===== src/rtl/sd_pkg.sv =====
package sd_pkg;

  typedef enum logic [1:0] {
    KIND_INSTR   = 2'd0,
    KIND_STRAND  = 2'd1,
    KIND_RECOVER = 2'd2,
    KIND_LOADIMM = 2'd3
  } outKind_e;

  // one decision per cycle from control to datapath
  typedef struct packed {
    logic doFlush;
    logic doSuppress;
    logic doFinal;
    logic doRecoverA;
    logic doRecoverB;
    logic doLoadImm;
    logic doInsert;
    logic doPass;
  } sdStrobe_t;

endpackage


===== src/rtl/sd_ctrl.sv =====
module sd_ctrl
  import sd_pkg::*;
(
  input  logic       clk,
  input  logic       rstN,
  input  logic       flush,
  input  logic       inValid,
  input  logic       lkHit,
  input  logic       lkReady,
  input  logic       anyMember,
  input  logic       memberFinal,
  input  logic       dirtyA,
  input  logic       dirtyB,
  input  logic       anyAnti,
  input  logic       anyFree,
  output sdStrobe_t  ctl,
  output logic       inReady
);

  // fixed priority: flush, member removal, repairs, insertion, plain issue
  always_comb begin
    ctl     = '0;
    inReady = 1'b1;
    if (flush) begin
      ctl.doFlush = 1'b1;
    end else if (inValid) begin
      if (anyMember) begin
        ctl.doSuppress = 1'b1;
        ctl.doFinal    = memberFinal;
      end else if (dirtyA) begin
        ctl.doRecoverA = 1'b1;
        inReady        = 1'b0;
      end else if (dirtyB) begin
        ctl.doRecoverB = 1'b1;
        inReady        = 1'b0;
      end else if (anyAnti) begin
        ctl.doLoadImm = 1'b1;
        inReady       = 1'b0;
      end else if (lkHit && lkReady && anyFree) begin
        ctl.doInsert = 1'b1;
      end else begin
        ctl.doPass = 1'b1;
      end
    end
  end

  // one action per cycle
  assert_one_action_R9: assert property (@(posedge clk) disable iff (!rstN)
    $onehot0({ctl.doFlush, ctl.doSuppress, ctl.doRecoverA, ctl.doRecoverB,
              ctl.doLoadImm, ctl.doInsert, ctl.doPass}));

  // a stall only ever holds a live, unflushed instruction
  assert_stall_live_R5: assert property (@(posedge clk) disable iff (!rstN)
    !inReady |-> (inValid && !flush && !anyMember));

endmodule


===== src/rtl/sd_data.sv =====
module sd_data
  import sd_pkg::*;
#(
  parameter int NREG  = 8,
  parameter int NSLOT = 2,
  parameter int PCW   = 16,
  parameter int DW    = 16,
  localparam int RW   = $clog2(NREG),
  localparam int SW   = (NSLOT > 1) ? $clog2(NSLOT) : 1
) (
  input  logic             clk,
  input  logic             rstN,
  input  sdStrobe_t        ctl,
  input  logic [PCW-1:0]   inPc,
  input  logic [RW-1:0]    inDst,
  input  logic [RW-1:0]    inSrcA,
  input  logic [RW-1:0]    inSrcB,
  input  logic             lkHit,
  input  logic             lkReady,
  input  logic [PCW-1:0]   lkPc2,
  input  logic [PCW-1:0]   lkPc3,
  input  logic [RW-1:0]    lkTmp1,
  input  logic [RW-1:0]    lkTmp2,
  input  logic [RW-1:0]    lkDst,
  input  logic [DW-1:0]    lkOldVal,
  output logic             anyMember,
  output logic             memberFinal,
  output logic             dirtyA,
  output logic             dirtyB,
  output logic             anyAnti,
  output logic             anyFree,
  output logic             outValid,
  output logic [1:0]       outKind,
  output logic [PCW-1:0]   outPc,
  output logic [RW-1:0]    outReg,
  output logic [SW-1:0]    outSlot,
  output logic [DW-1:0]    outImm,
  output logic [NSLOT-1:0] killMask
);

  // strand slots
  logic [NSLOT-1:0] slotAct;
  logic [NSLOT-1:0] slotStep;
  logic [PCW-1:0]   slotPc2 [NSLOT];
  logic [PCW-1:0]   slotPc3 [NSLOT];
  logic [RW-1:0]    slotDst [NSLOT];
  logic [DW-1:0]    slotOld [NSLOT];

  // dirty table
  logic [NREG-1:0]  dirty;
  logic [SW-1:0]    dirtyOwn [NREG];

  logic [NSLOT-1:0] memberVec, antiVec;
  logic [SW-1:0]    memberSlot, antiSlot, freeSlot;

  for (genvar i = 0; i < NSLOT; i++) begin : gSlot
    assign memberVec[i] = slotAct[i] &&
                          (inPc == (slotStep[i] ? slotPc3[i] : slotPc2[i]));
    assign antiVec[i]   = slotAct[i] &&
                          (slotDst[i] == inSrcA || slotDst[i] == inSrcB);
  end

  // lowest index wins for every selection
  always_comb begin
    memberSlot = '0;
    antiSlot   = '0;
    freeSlot   = '0;
    for (int i = NSLOT - 1; i >= 0; i--) begin
      if (memberVec[i]) memberSlot = SW'(i);
      if (antiVec[i])   antiSlot   = SW'(i);
      if (!slotAct[i])  freeSlot   = SW'(i);
    end
  end

  assign anyMember   = |memberVec;
  assign memberFinal = slotStep[memberSlot];
  assign anyAnti     = |antiVec;
  assign anyFree     = ~&slotAct;
  assign dirtyA      = dirty[inSrcA];
  assign dirtyB      = dirty[inSrcB];

  always_ff @(posedge clk or negedge rstN) begin
    if (!rstN) begin
      slotAct  <= '0;
      slotStep <= '0;
      dirty    <= '0;
      outValid <= 1'b0;
      outKind  <= KIND_INSTR;
      outPc    <= '0;
      outReg   <= '0;
      outSlot  <= '0;
      outImm   <= '0;
      killMask <= '0;
      for (int i = 0; i < NSLOT; i++) begin
        slotPc2[i] <= '0;
        slotPc3[i] <= '0;
        slotDst[i] <= '0;
        slotOld[i] <= '0;
      end
      for (int r = 0; r < NREG; r++) dirtyOwn[r] <= '0;
    end else begin
      outValid <= 1'b0;
      killMask <= '0;
      outImm   <= '0;
      outPc    <= inPc;
      outSlot  <= '0;
      if (ctl.doFlush) begin
        killMask <= slotAct;
        slotAct  <= '0;
        dirty    <= '0;
      end
      if (ctl.doSuppress) begin
        if (ctl.doFinal) begin
          slotAct[memberSlot] <= 1'b0;
          for (int r = 0; r < NREG; r++)
            if (dirtyOwn[r] == memberSlot) dirty[r] <= 1'b0;
        end else begin
          slotStep[memberSlot] <= 1'b1;
        end
      end
      if (ctl.doRecoverA || ctl.doRecoverB) begin
        outValid <= 1'b1;
        outKind  <= KIND_RECOVER;
        outReg   <= ctl.doRecoverA ? inSrcA : inSrcB;
        outSlot  <= ctl.doRecoverA ? dirtyOwn[inSrcA] : dirtyOwn[inSrcB];
        dirty[ctl.doRecoverA ? inSrcA : inSrcB] <= 1'b0;
      end
      if (ctl.doLoadImm) begin
        outValid          <= 1'b1;
        outKind           <= KIND_LOADIMM;
        outReg            <= slotDst[antiSlot];
        outSlot           <= antiSlot;
        outImm            <= slotOld[antiSlot];
        slotAct[antiSlot] <= 1'b0;
      end
      if (ctl.doInsert) begin
        outValid          <= 1'b1;
        outKind           <= KIND_STRAND;
        outReg            <= lkDst;
        outSlot           <= freeSlot;
        slotAct[freeSlot] <= 1'b1;
        slotStep[freeSlot] <= 1'b0;
        slotPc2[freeSlot] <= lkPc2;
        slotPc3[freeSlot] <= lkPc3;
        slotDst[freeSlot] <= lkDst;
        slotOld[freeSlot] <= lkOldVal;
        dirty[lkDst]      <= 1'b0;
        dirty[lkTmp1]     <= 1'b1;
        dirty[lkTmp2]     <= 1'b1;
        dirtyOwn[lkTmp1]  <= freeSlot;
        dirtyOwn[lkTmp2]  <= freeSlot;
      end
      if (ctl.doPass) begin
        outValid     <= 1'b1;
        outKind      <= KIND_INSTR;
        outReg       <= inDst;
        dirty[inDst] <= 1'b0;
      end
    end
  end

  // kill pulses only right after a flush, and the flush leaves nothing behind
  assert_kill_after_flush_R8: assert property (@(posedge clk) disable iff (!rstN)
    (killMask != '0) |-> $past(ctl.doFlush));
  assert_flush_clears_R8: assert property (@(posedge clk) disable iff (!rstN)
    ctl.doFlush |=> (slotAct == '0 && dirty == '0));

  // a strand leaves only after a ready hit
  assert_strand_needs_hit_R3: assert property (@(posedge clk) disable iff (!rstN)
    (outValid && outKind == KIND_STRAND) |-> $past(lkHit && lkReady));

  // a removed member emits nothing
  assert_member_silent_R4: assert property (@(posedge clk) disable iff (!rstN)
    ctl.doSuppress |=> !outValid);

  // a load-immediate releases its slot
  assert_loadimm_release_R7: assert property (@(posedge clk) disable iff (!rstN)
    ctl.doLoadImm |=> ($countones(slotAct) < $countones($past(slotAct))));

endmodule


===== src/rtl/strand_dispatch.sv =====
module strand_dispatch
  import sd_pkg::*;
#(
  parameter int NREG  = 8,
  parameter int NSLOT = 2,
  parameter int PCW   = 16,
  parameter int DW    = 16,
  localparam int RW   = $clog2(NREG),
  localparam int SW   = (NSLOT > 1) ? $clog2(NSLOT) : 1
) (
  input  logic             clk,
  input  logic             rstN,
  input  logic             flush,
  input  logic             inValid,
  input  logic [PCW-1:0]   inPc,
  input  logic [RW-1:0]    inDst,
  input  logic [RW-1:0]    inSrcA,
  input  logic [RW-1:0]    inSrcB,
  output logic             inReady,
  output logic [PCW-1:0]   lkPc,
  input  logic             lkHit,
  input  logic             lkReady,
  input  logic [PCW-1:0]   lkPc2,
  input  logic [PCW-1:0]   lkPc3,
  input  logic [RW-1:0]    lkTmp1,
  input  logic [RW-1:0]    lkTmp2,
  input  logic [RW-1:0]    lkDst,
  input  logic [DW-1:0]    lkOldVal,
  output logic             outValid,
  output logic [1:0]       outKind,
  output logic [PCW-1:0]   outPc,
  output logic [RW-1:0]    outReg,
  output logic [SW-1:0]    outSlot,
  output logic [DW-1:0]    outImm,
  output logic [NSLOT-1:0] killMask
);

  sdStrobe_t ctl;
  logic anyMember, memberFinal, dirtyA, dirtyB, anyAnti, anyFree;

  assign lkPc = inPc;

  sd_ctrl uCtrl (
    .clk(clk), .rstN(rstN), .flush(flush), .inValid(inValid),
    .lkHit(lkHit), .lkReady(lkReady), .anyMember(anyMember),
    .memberFinal(memberFinal), .dirtyA(dirtyA), .dirtyB(dirtyB),
    .anyAnti(anyAnti), .anyFree(anyFree), .ctl(ctl), .inReady(inReady)
  );

  sd_data #(.NREG(NREG), .NSLOT(NSLOT), .PCW(PCW), .DW(DW)) uData (
    .clk(clk), .rstN(rstN), .ctl(ctl), .inPc(inPc), .inDst(inDst),
    .inSrcA(inSrcA), .inSrcB(inSrcB), .lkHit(lkHit), .lkReady(lkReady),
    .lkPc2(lkPc2), .lkPc3(lkPc3), .lkTmp1(lkTmp1), .lkTmp2(lkTmp2),
    .lkDst(lkDst), .lkOldVal(lkOldVal), .anyMember(anyMember),
    .memberFinal(memberFinal), .dirtyA(dirtyA), .dirtyB(dirtyB),
    .anyAnti(anyAnti), .anyFree(anyFree), .outValid(outValid),
    .outKind(outKind), .outPc(outPc), .outReg(outReg), .outSlot(outSlot),
    .outImm(outImm), .killMask(killMask)
  );

endmodule


===== config.mk =====
export PLATFORM = sky130hd
export DESIGN_NAME = strand_dispatch
export DESIGN_NICKNAME = d
export VERILOG_FILES = /design/src/rtl/sd_pkg.sv /design/src/rtl/sd_ctrl.sv /design/src/rtl/sd_data.sv /design/src/rtl/strand_dispatch.sv
export SDC_FILE = /design/constraint.sdc
export NUM_CORES = 1
export LEC_CHECK = 0
export ABC_CLOCK_PERIOD_IN_PS = 7980
export BUFFER_PORTS_ARGS = -buffer_cell sky130_fd_sc_hd__buf_2
export CAP_MARGIN = 20
export CORE_AREA = 2 2 126 128
export DETAILED_ROUTE_END_ITERATION = 8
export DIE_AREA = 0 0 128 130
export GPL_ROUTABILITY_DRIVEN = 0
export GPL_TIMING_DRIVEN = 0
export PLACE_DENSITY = 0.74
export SYNTH_ARGS = -nofsm -noshare
export SYNTH_HDL_FRONTEND = slang
export SYNTH_SLANG_ARGS = --single-unit

===== constraint.sdc =====
create_clock -name clk -period 7.98 [get_ports clk]
set_input_delay 0 -clock clk [delete_from_list [all_inputs] [get_ports clk]]
set_output_delay 0 -clock clk [all_outputs]
set_load 0.01 [all_outputs]

==> impl_metrics.env <==
export IMPL_hp_class="input port to flip-flop"
export IMPL_skew_ns=0.00966
export IMPL_drv_max_cap_violation_count=0
export IMPL_setup_worst_path_end_class="flip-flop"
export IMPL_critPathLaunchType="flip-flop"
export IMPL_ioPinCount=146
export IMPL_yosys_register_bits=163
export IMPL_number_of_global_route_vias_before_repair=6552
export IMPL_detail_route_first_pass_iterations=5
export IMPL_syn_area_sq_um=8070
export IMPL_slew_viol_final=0
export IMPL_power_switching_mw=0.573
export IMPL_routed_wire_length_per_instance_microns=19.1
export IMPL_synth_cells=669
export IMPL_clock_tree_buffer_depth=2
export IMPL_worst_ep_required_time_ns=8.28
export IMPL_total_wirelength_mm=20.9
export IMPL_clock_period_minus_worst_slack_ns=4.24
export IMPL_placementRows=46
export IMPL_postSynthNetCount=757
export IMPL_crit_path_max_fanout=10
export IMPL_outcome="completed"
export IMPL_globalRouteOverflowTotal=0
export IMPL_timing_setup_critical_path_class="flip-flop to flip-flop"
export IMPL_chipWidth_microns=128
export IMPL_finalCoreUtilization_pct=66.5
export IMPL_power_mw=2.21
export IMPL_p_clk_share_pct=35.4
export IMPL_input_output_buffers=136
export IMPL_die_area_sq_um=16600
export IMPL_route_antenna_remaining_nets=0
export IMPL_routed_via_density=5.75
export IMPL_floorplan_die_height_microns=130
export IMPL_cell_leakage_power_nw=4.67
export IMPL_grt_setup_unrepaired="false"
export IMPL_initialDrtViolationCount=489
export IMPL_power_internal_mw=1.64
export IMPL_clk_root_buffer_cell="sky130_fd_sc_hd__clkbuf_16"
export IMPL_post_synth_num_cell_types=53
export IMPL_fin_setup_tns_ns=0
export IMPL_cts_sinks=163
export IMPL_synth_area_leader_cell="sky130_fd_sc_hd__dfrtp_1"
export IMPL_final_period_utilization_pct=53.1
export IMPL_design_core_area_sq_um=15400
export IMPL_layout_area_overhead_pct=27.2
export IMPL_detailroute_via_count=6298
export IMPL_sequentialPowerShare_pct=46.9
export IMPL_start_util_pct=52.3
export IMPL_antenna_diode_count=0
export IMPL_layout_drive_gt1_share_pct=33.0
export IMPL_final_nets=981
export IMPL_worst_ir_drop_vdd_mv=0.150
export IMPL_clock_tree_htree_level_count=4
export IMPL_relSlewSlack_pct=47.0
export IMPL_worst_slew_pin_slew_ns=0.795
export IMPL_sw_frac_of_total_pct=26.0
export IMPL_netlist_top_cells_area="sky130_fd_sc_hd__dfrtp_1 (51%), sky130_fd_sc_hd__mux2_2 (12%), sky130_fd_sc_hd__mux2i_1 (5.1%), sky130_fd_sc_hd__mux2_1 (3.5%), sky130_fd_sc_hd__xnor2_1 (3.5%)"
export IMPL_grt_antenna_before_repair=0
export IMPL_yosysSeqAreaShare_pct=50.6
export IMPL_p_per_area_nw_per_um2=215
export IMPL_place_hpwl_mm=14.5
export IMPL_ys_dominant_reg_cell="sky130_fd_sc_hd__dfrtp_1"
export IMPL_cts_repair_resize_count=0
export IMPL_cts_buffers=17
export IMPL_maximum_number_of_pins_on_one_net_before_global_route_repair=85
export IMPL_finalSetupViolations=0
export IMPL_synth_avg_cell_area_sq_um=12.1
export IMPL_synth_top_cell_area_share_pct=50.6
export IMPL_route_detailed_drc=0
export IMPL_arrival_ns=4.53
export IMPL_tritoncts_clock_tree="yes"
export IMPL_grt_usage_pct=26.0
export IMPL_p_comb_share_pct=17.7
export IMPL_report_final_hold_viol_count=0
export IMPL_synthesis_warnings=0
export IMPL_first_pass_grt_wire_length_mm=33.3
export IMPL_clk_insertion_delay_late_ns=0.42
export IMPL_synth_enable_flop_cells=0
export IMPL_clk_transition_reported_paths_ns=0.06
export IMPL_timing_fmax_mhz=236
export IMPL_synth_async_sr_flop_share_pct=100
placed cells by master, fill, tap and decap left out, types with 8 or more instances in the layout:
| master | n |
|---|---|
| sky130_fd_sc_hd__mux2_2 | 86 |
| sky130_fd_sc_hd__mux2i_1 | 41 |
| sky130_fd_sc_hd__nor2b_1 | 10 |
| sky130_fd_sc_hd__buf_2 | 147 |
| sky130_fd_sc_hd__inv_1 | 9 |
| sky130_fd_sc_hd__nand2_1 | 29 |
| sky130_fd_sc_hd__clkbuf_1 | 28 |
| sky130_fd_sc_hd__buf_4 | 16 |
| sky130_fd_sc_hd__a22o_1 | 17 |
| sky130_fd_sc_hd__xnor2_1 | 32 |
| sky130_fd_sc_hd__clkbuf_16 | 17 |
| sky130_fd_sc_hd__nor3_1 | 13 |
| sky130_fd_sc_hd__mux2_1 | 25 |
| sky130_fd_sc_hd__mux4_2 | 8 |
| sky130_fd_sc_hd__o21ai_0 | 22 |
| sky130_fd_sc_hd__nand3_1 | 11 |
| sky130_fd_sc_hd__nor2_1 | 34 |
| sky130_fd_sc_hd__dfrtp_1 | 163 |
| sky130_fd_sc_hd__dlygate4sd3_1 | 68 |
kinds of logic (layout without fill, tap and decap cells):
logic type,after synthesis,after routing,synth area share (%)
AOI/OAI and AO/OA,86,86,7.62
muxes,161,161,23.1
and+or+nand+nor,151,151,9.94
xor gates and xnor gates,38,38,4.13
buffers and inverters,70,305,4.65
DFF,163,163,50.6
synth_stat cells, types with 3 or more instances:
cell,n
sky130_fd_sc_hd__a31oi_1,4
sky130_fd_sc_hd__nand2b_1,4
sky130_fd_sc_hd__mux2i_1,41
sky130_fd_sc_hd__buf_6,5
sky130_fd_sc_hd__nand2_1,29
sky130_fd_sc_hd__buf_2,12
sky130_fd_sc_hd__o22ai_1,7
sky130_fd_sc_hd__o21ai_0,22
sky130_fd_sc_hd__nand3b_1,7
sky130_fd_sc_hd__o32ai_1,5
sky130_fd_sc_hd__xor2_1,6
sky130_fd_sc_hd__o2111ai_1,4
sky130_fd_sc_hd__nor4_1,7
sky130_fd_sc_hd__nor3b_1,5
sky130_fd_sc_hd__or3_1,3
sky130_fd_sc_hd__o211ai_1,3
sky130_fd_sc_hd__mux4_2,8
sky130_fd_sc_hd__inv_1,9
sky130_fd_sc_hd__clkbuf_1,24
sky130_fd_sc_hd__dfrtp_1,163
sky130_fd_sc_hd__and3_1,5
sky130_fd_sc_hd__and2_1,7
sky130_fd_sc_hd__nand3_1,11
sky130_fd_sc_hd__xnor2_1,32
sky130_fd_sc_hd__mux2_2,86
sky130_fd_sc_hd__a211oi_1,5
sky130_fd_sc_hd__nor2_1,34
sky130_fd_sc_hd__a21oi_1,4
sky130_fd_sc_hd__mux2_1,25
sky130_fd_sc_hd__a22o_1,17
sky130_fd_sc_hd__nor2b_1,10
sky130_fd_sc_hd__o21a_1,3
sky130_fd_sc_hd__buf_1,4
sky130_fd_sc_hd__buf_4,16
sky130_fd_sc_hd__nor3_1,13
layout make-up:
cell class                 instances  area [sq um]
buffer                            61           342
clock buffer                      22           454
clock inverter                     8           106
fill                            1162          5160
inverter                           9          33.8
multi-input combinational        436          3610
sequential                       163          4080
tap                              192           240
timing repair buffer             205          1400
state kept, by name (all words and copies together), names as in the netlist, 2 cells and up:
name,count
uData.slotOld,32
uData.slotPc2,32
uData.slotPc3,32
uData.outImm,16
uData.outPc,16
uData.dirtyOwn,8
uData.dirty,8
uData.slotDst,6
uData.outReg,3
uData.killMask,2
uData.outKind,2
uData.slotAct,2
uData.slotStep,2
metal layers:
metal	GRT usage (%)	vias up	wire [microns]	part of all wire [%]
met3	5.08	37	1190	5.7
met4	10.4	0	476	2.3
met1	32.3	3176	8460	40
met2	45.1	249	10800	52
met5	0	-	0	0
li1	-	2836	-	-
critical path: stages (launching register included):
cell                       delay [ns]
sky130_fd_sc_hd__dfrtp_1         0.33
sky130_fd_sc_hd__clkbuf_1        0.48
sky130_fd_sc_hd__buf_2           0.46
sky130_fd_sc_hd__mux2i_1         0.30
sky130_fd_sc_hd__xnor2_1         0.11
sky130_fd_sc_hd__nor4_1          0.44
sky130_fd_sc_hd__nand4_1         0.26
sky130_fd_sc_hd__nand3_1         0.16
sky130_fd_sc_hd__buf_2           0.26
sky130_fd_sc_hd__nor2_1          0.15
sky130_fd_sc_hd__nand2_1         0.38
sky130_fd_sc_hd__buf_2           0.40
sky130_fd_sc_hd__mux2_2          0.38
power by group through the flow:
stage	clock, mW	sequential, mW	combinational [mW]
final	0.782	1.04	0.390
after global placement	0	1.04	0.344
after detailed placement	0	1.05	0.362
after floorplan	0	1.03	0.246
after global routing	0.829	1.05	0.427
after CTS	0.792	1.03	0.391
path summary, 6_finish.rpt:
path	startpoint	endpoint	slack (ns)	cells past startpoint
setup / recovery	uData.slotStep[1]	uData.slotPc2[9]	3.74	12
setup reg to reg	uData.slotStep[1]	uData.slotPc2[9]	3.74	12
hold reg to reg	uData.slotOld[13]	uData.outImm[13]	0.48	1
hold / removal	inValid	uData.slotAct[1]	0.05	4
max in group asynchronous	rstN	uData.outKind[0]	6.92	3
min in group asynchronous	rstN	uData.slotPc2[22]	0.20	2
through the flow:
| stage | setup slack (ns) | instances | hold WS (ns) | cell area, sq um |
|---|---|---|---|---|
| after floorplan | 4.86 | 669 | -0.296 | 8070 |
| after global placement | 3.88 | 997 | 0.175 | 8990 |
| after detailed placement | 3.87 | 998 | 0.112 | 9020 |
| after CTS | 3.82 | 1096 | 0.0219 | 10300 |
| after global routing | 3.51 | 1096 | 0.0879 | 10300 |
| final | 3.74 | 1096 | 0.0502 | 10300 |
timing repair:
item,in CTS,in global routing
hold buffers,68,0
buffers inserted,0,0
endpoints found under the hold margin,198,0
Power figures use the tool's default switching activity.
